===== config.mk =====
export PLATFORM = sky130hd
export DESIGN_NAME = sop_macrocell
export DESIGN_NICKNAME = d
export VERILOG_FILES = /design/src/rtl/sop_mc_pkg.sv /design/src/rtl/sop_mc_route.sv /design/src/rtl/sop_mc_sum.sv /design/src/rtl/sop_mc_reg.sv /design/src/rtl/sop_macrocell.sv
export SDC_FILE = /design/constraint.sdc
export NUM_CORES = 1
export LEC_CHECK = 0
export ABC_AREA = 1
export BUFFER_PORTS_ARGS = -buffer_cell sky130_fd_sc_hd__buf_2
export CAP_MARGIN = 40
export CORE_AREA = 3 3 40 42
export DETAILED_ROUTE_END_ITERATION = 8
export DIE_AREA = 0 0 43 45
export PLACE_DENSITY = 0.62
export SLEW_MARGIN = 20
export SYNTH_ARGS = -nofsm -noshare
export SYNTH_HDL_FRONTEND = slang
export SYNTH_HIERARCHICAL = 1
export SYNTH_SLANG_ARGS = --single-unit

===== constraint.sdc =====
create_clock -name clk -period 1.3 [get_ports clk]
set_input_delay 0.13 -clock clk [delete_from_list [all_inputs] [get_ports clk]]
set_output_delay 0.13 -clock clk [all_outputs]
set_load 0.01 [all_outputs]

===== src/rtl/sop_mc_pkg.sv =====
package sop_mc_pkg;
  typedef enum logic [1:0] {
    MODE_REG      = 2'b00,
    MODE_CPLX     = 2'b01,
    MODE_SIMP     = 2'b10,
    MODE_SIMP_ALT = 2'b11
  } mode_e;

  typedef enum logic [1:0] {
    OE_OFF    = 2'd0,
    OE_GLOBAL = 2'd1,
    OE_TERM   = 2'd2,
    OE_ALWAYS = 2'd3
  } oe_src_e;

  typedef enum logic [1:0] {
    FB_PIN  = 2'd0,
    FB_QBAR = 2'd1,
    FB_NONE = 2'd2
  } fb_src_e;

  typedef struct packed {
    logic    use_reg;
    logic    full_sum;
    oe_src_e oe_src;
    fb_src_e fb_src;
  } cell_ctl_t;
endpackage


===== src/rtl/sop_mc_route.sv =====
module sop_mc_route
  import sop_mc_pkg::*;
#(
  parameter bit IS_OUTER  = 1'b0,
  parameter bit IS_CENTRE = 1'b0
) (
  input  mode_e     mode,
  input  logic      cell_reg,
  input  logic      cell_input,
  output cell_ctl_t ctl
);
  logic honour_input;

  always_comb begin
    honour_input = cell_input;
    if (mode == MODE_CPLX && IS_OUTER) honour_input = 1'b0;
    if ((mode == MODE_SIMP || mode == MODE_SIMP_ALT) && IS_CENTRE) honour_input = 1'b0;

    ctl = '{use_reg: 1'b0, full_sum: 1'b0, oe_src: OE_OFF, fb_src: FB_PIN};
    case (mode)
      MODE_REG: begin
        if (!honour_input) begin
          if (cell_reg) begin
            ctl.use_reg  = 1'b1;
            ctl.full_sum = 1'b1;
            ctl.oe_src   = OE_GLOBAL;
            ctl.fb_src   = FB_QBAR;
          end else begin
            ctl.oe_src = OE_TERM;
          end
        end
      end
      MODE_CPLX: begin
        if (!honour_input) ctl.oe_src = OE_TERM;
        if (IS_OUTER) ctl.fb_src = FB_NONE;
      end
      default: begin
        if (!honour_input) begin
          ctl.full_sum = 1'b1;
          ctl.oe_src   = OE_ALWAYS;
        end
        if (IS_CENTRE) ctl.fb_src = FB_NONE;
      end
    endcase
  end
endmodule


===== src/rtl/sop_mc_sum.sv =====
module sop_mc_sum #(
  parameter int NUM_PT = 8
) (
  input  logic [NUM_PT-1:0] pt,
  input  logic              polarity,
  output logic              sum_all_x,
  output logic              sum_part_x,
  output logic              oe_term
);
  logic [NUM_PT-1:0] prefix;

  assign prefix[0] = pt[0];
  for (genvar g = 1; g < NUM_PT; g++) begin : g_or_chain
    assign prefix[g] = prefix[g-1] | pt[g];
  end

  assign sum_all_x  = prefix[NUM_PT-1] ^ polarity;
  assign sum_part_x = prefix[NUM_PT-2] ^ polarity;
  assign oe_term    = pt[NUM_PT-1];
endmodule


===== src/rtl/sop_mc_reg.sv =====
module sop_mc_reg (
  input  logic clk,
  input  logic rst_n,
  input  logic d,
  input  logic preload_en,
  input  logic preload_val,
  output logic q
);
  always_ff @(posedge clk or negedge rst_n) begin
    if (!rst_n)          q <= 1'b0;
    else if (preload_en) q <= preload_val;
    else                 q <= d;
  end
endmodule


===== src/rtl/sop_macrocell.sv =====
module sop_macrocell
  import sop_mc_pkg::*;
#(
  parameter int NUM_PT    = 8,
  parameter int NUM_CELLS = 8,
  parameter int CELL_IDX  = 0
) (
  input  logic              clk,
  input  logic              rst_n,
  input  logic [1:0]        mode_i,
  input  logic              cell_reg_i,
  input  logic              cell_input_i,
  input  logic              polarity_i,
  input  logic [NUM_PT-1:0] pt_i,
  input  logic              oe_pin_i,
  input  logic              preload_en_i,
  input  logic              preload_val_i,
  input  logic              pin_ext_drive_i,
  input  logic              pin_ext_i,
  output logic              pin_o,
  output logic              pin_oe_o,
  output logic              fb_o
);
  localparam bit IS_OUTER  = (CELL_IDX == 0) || (CELL_IDX == NUM_CELLS - 1);
  localparam bit IS_CENTRE = (CELL_IDX == NUM_CELLS / 2 - 1) || (CELL_IDX == NUM_CELLS / 2);

  cell_ctl_t ctl;
  logic      sum_all_x, sum_part_x, oe_term;
  logic      q_w, drive_val;

  sop_mc_route #(.IS_OUTER(IS_OUTER), .IS_CENTRE(IS_CENTRE)) route_i (
    .mode       (mode_e'(mode_i)),
    .cell_reg   (cell_reg_i),
    .cell_input (cell_input_i),
    .ctl        (ctl)
  );

  sop_mc_sum #(.NUM_PT(NUM_PT)) sum_i (
    .pt         (pt_i),
    .polarity   (polarity_i),
    .sum_all_x  (sum_all_x),
    .sum_part_x (sum_part_x),
    .oe_term    (oe_term)
  );

  sop_mc_reg reg_i (
    .clk         (clk),
    .rst_n       (rst_n),
    .d           (sum_all_x),
    .preload_en  (preload_en_i),
    .preload_val (preload_val_i),
    .q           (q_w)
  );

  always_comb begin
    if (ctl.use_reg)       drive_val = q_w;
    else if (ctl.full_sum) drive_val = sum_all_x;
    else                   drive_val = sum_part_x;

    case (ctl.oe_src)
      OE_GLOBAL: pin_oe_o = oe_pin_i;
      OE_TERM:   pin_oe_o = oe_term;
      OE_ALWAYS: pin_oe_o = 1'b1;
      default:   pin_oe_o = 1'b0;
    endcase

    if (pin_oe_o)             pin_o = drive_val;
    else if (pin_ext_drive_i) pin_o = pin_ext_i;
    else                      pin_o = 1'b1;

    case (ctl.fb_src)
      FB_QBAR: fb_o = ~q_w;
      FB_NONE: fb_o = 1'b0;
      default: fb_o = pin_o;
    endcase
  end
endmodule


==> results list <==
* Number of max-slew violations in the final report: 0
* Stages on the worst setup path: 13
- The netlist uses 13 different library cells.
- At the end of routability-driven placement, the weighted congestion stood at 0.733.
- The total count of hold-check failures in the final report is 0.
- Cell-internal power: 0.000105 W
- Worst IR drop on VDD: 0.108 mV
* Multiplexer share of the synthesized area: 0%
- The synthesized netlist devotes 5.60% of its cell area to compound gates.
- In this run, the number of DRC markers left after iteration 0 of detailed routing was 1.
- Part of the power in registers: 20.1%
- Number of flops mapped to enable cells by yosys: 0
* Regs by FF count: reg_i/q (1)
- The routed design has 770 µm of wire.
* Combinational family with the most area after synthesis: simple AND/OR/NAND/NOR gates
* Cell types with the highest counts after synthesis: 24 x nand2_1, 22 x inv_1, 9 x nor2_1
- Number of core rows: 13
- The synthesized netlist devotes 0% of its cell area to XOR and XNOR gates.
- Filler instances: 140
- Number of iterations in the first detailed-routing pass: 2
- Die area: 0.00194 mm²
- Area occupied by registers: 25.0 µm²
- Setup-failing EPs final: 0
- STA classifies the critical path endpoint as a primary output.
- The average instance in the mapped netlist occupies 4.66 µm².
- In this design, the critical path's most frequently occurring cell is nand2_1.
* Top Family by Delay on Critical Path: simple AND/OR/NAND/NOR gates
* Fmax achieved: 0.792 GHz
- Dominant cell by count in the synthesized netlist: nand2_1
- Power per Cell Area: 333 mW/mm²
- After detailed placement, the total cell area comes to 457 µm².
- The most used flip-flop cell after synthesis is dfrtp_1.
* Path category of the worst min-delay check: input pin to register
- CTS clk-pin slew, worst paths: 0 ns
- In this run the worst path has a maximum fanout of 2.
- Relative to the synthesized area, the layout overhead comes to 53.7%.
- Post-route antenna net violation count: 0
* CP bufs+invs: 2
- CP Class: input pin to primary output
* Core Footprint: 0.00128 mm²
- Final worst-path cycle share: 97.1%
- Subtracting the final worst setup slack from the clock period gives 1.26 ns.
- Leakage: 0.343 nW
* Chip Width: 43 µm
- Sequence of cells on the critical path: buf_6, nor2_2, nand2_1, nor2_2, nand3_1, nand2_2, nand2_1, nand3_1, nand2_1, nand2_1, nand3_1, nand2_1, buf_2
- Number of diodes: 0
- Ys async rst share: 100%
* Arrival time reported for the critical path endpoint: 1.13 ns
- # Max-Cap Violations: 0
- I/O pin count: 23
- Number of global-route vias before repair: 343
* Synth area leaders: nand2_1 27%, inv_1 25%, nor2_1 10%
- Post-Syn Area: 335 µm²
- The critical path starts at pt_i[5].
* Initial Util: 26.1%
- Critical path destination: fb_o
* Run status: complete, no violations
- Of the total synthesized cell area, the portion taken by full adders, half adders and majority gates is 3.73%.
- The initial antenna violation count came to 0.
* Reported net switching power: 0.0000661 W
- Vias: 447
* Library cell with the largest summed area after synthesis: nand2_1
- In this run the tightest slew margin relative to its limit is 89.4%.
- Share of post-route cells with drive strength above 1: 33.7%
* Flip-flop count of the largest register, all copies and words added: 1
- Finished layout cell area: 515 µm²
- Drt wl/cell: 7.00 µm
- Via density per instance: 4.06
* Area taken by multi-input logic gates: 223 µm²
- Summed over all layers, the global routing overflow is 0.
- Detailed placement finished with a half-perimeter wire length of 695 µm.
- In this run, the combinational gates consume 79.9% of the power.
* TNS Setup: 0 ns
- Maximum number of pins on one net before global-route repair: 6
- Port buffering added 22 buffers.
- Setup repair after global routing could not meet its margin everywhere.
- # DRC: 0
* Reg with most FFs: reg_i/q
* Slowest library cell on the worst path: nor2_2
- Counting flops and latches in the post-synthesis netlist gives 1.
- Chip height: 45 µm
- Critical Path RT: 1.17 ns
* Switching Share: 38.5%
- Tot GR Track Use: 7.63%
- Count of mapped cells out of synthesis: 72
- Crit start category: input pin
- Post-synthesis net count: 93
* Nets: 118
* First-pass GRT wire length: 1250 µm
* Slew at the pin closest to its max-slew limit: 0.157 ns
* Post-synthesis share of cell area spent on and, or, nand and nor gates: 54.1%
- The share of total power dissipated in the clock network is 0%.
- For this run, the number of Yosys warnings is 6.
* Post-synthesis sequential area ratio: 7.46%
- On the final layout, the worst hold slack is 0.328 ns.
* Portion of synthesized cell area occupied by the leading cell type: 26.9%
* Largest stage delay on the critical path: 0.12 ns
[tightest hold or removal path: cells and delay by family]
family	cells	cell delay, ns
buffers and inverters	1	0.07
and+or+nand+nor	2	0.09
[layout by cell type, fill, tap and decap left out, drive strengths merged]
| cell | count |
|---|---|
| inv | 22 |
| a21oi | 1 |
| nand3 | 5 |
| nand2 | 25 |
| o21ai | 2 |
| ha | 1 |
| and2 | 1 |
| buf | 24 |
| nand3b | 1 |
| dlygate4sd3 | 1 |
| dfrtp | 1 |
| nor2 | 11 |
[worst min-delay path by stage]
stage | startpoint | to | slack, ns | cells after the start
finish | preload_val_i | reg_i/q$_DFF_PN0_ | 0.33 | 3
global route | preload_val_i | reg_i/q$_DFF_PN0_ | 0.36 | 3
CTS | preload_val_i | reg_i/q$_DFF_PN0_ | 0.33 | 3
detailed placement | rst_n | reg_i/q$_DFF_PN0_ | -0.09 | 1
global placement | rst_n | reg_i/q$_DFF_PN0_ | -0.1 | 1
floorplan | rst_n | reg_i/q$_DFF_PN0_ | -0.17 | 0
[stage by stage]
| stage | cells | utilization [%] | power (W) | setup slack [ns] |
|---|---|---|---|---|
| 3_5_place_dp | 108 | 35.5 | 0.000155 | 0.00531 |
| 5_1_grt | 110 | 40.1 | 0.000192 | -0.0995 |
| 6_report | 110 | 40.1 | 0.000172 | 0.0380 |
| 3_3_place_gp | 108 | 35.5 | 0.000154 | -0.00603 |
| 4_1_cts | 109 | 36.3 | 0.000158 | 0.00354 |
| 2_1_floorplan | 72 | - | 0.000105 | 0.260 |
[final cells by class]
type | count | share of cell area, %
timing repair buffer | 25 | 32.3
inverter | 22 | 16.0
sequential | 1 | 4.85
multi-input combinational | 47 | 43.2
tap | 15 | 3.64
[cells by family after synthesis]
family,count (synthesis)
compound gates,3
fa+ha+maj,1
buf+inv,24
flops,1
simple gates,43
[power groups by stage]
stage,sequential (W),combinational [W],clock [W]
after floorplan,0.0000345,0.0000708,0
after global placement,0.0000346,0.000119,0
after detailed placement,0.0000346,0.000121,0
after CTS,0.0000346,0.000123,0
after global routing,0.0000347,0.000157,0
final,0.0000346,0.000137,0
[metal layers]
layer	up-vias	share of wire (%)	track usage, %
li1	250	-	-
met1	181	37	10.5
met2	16	52	14.1
met3	0	10	0.398
met4	0	0	0
met5	-	0	0
[repair_timing]
action | CTS | global route
hold buffers | 1 | 0
resized for setup | 0 | 9
hold endpoints to repair | 1 | 0
setup endpoints to repair | 0 | 2
setup buffers | 0 | 1
(Power assumes the default switching activity.)
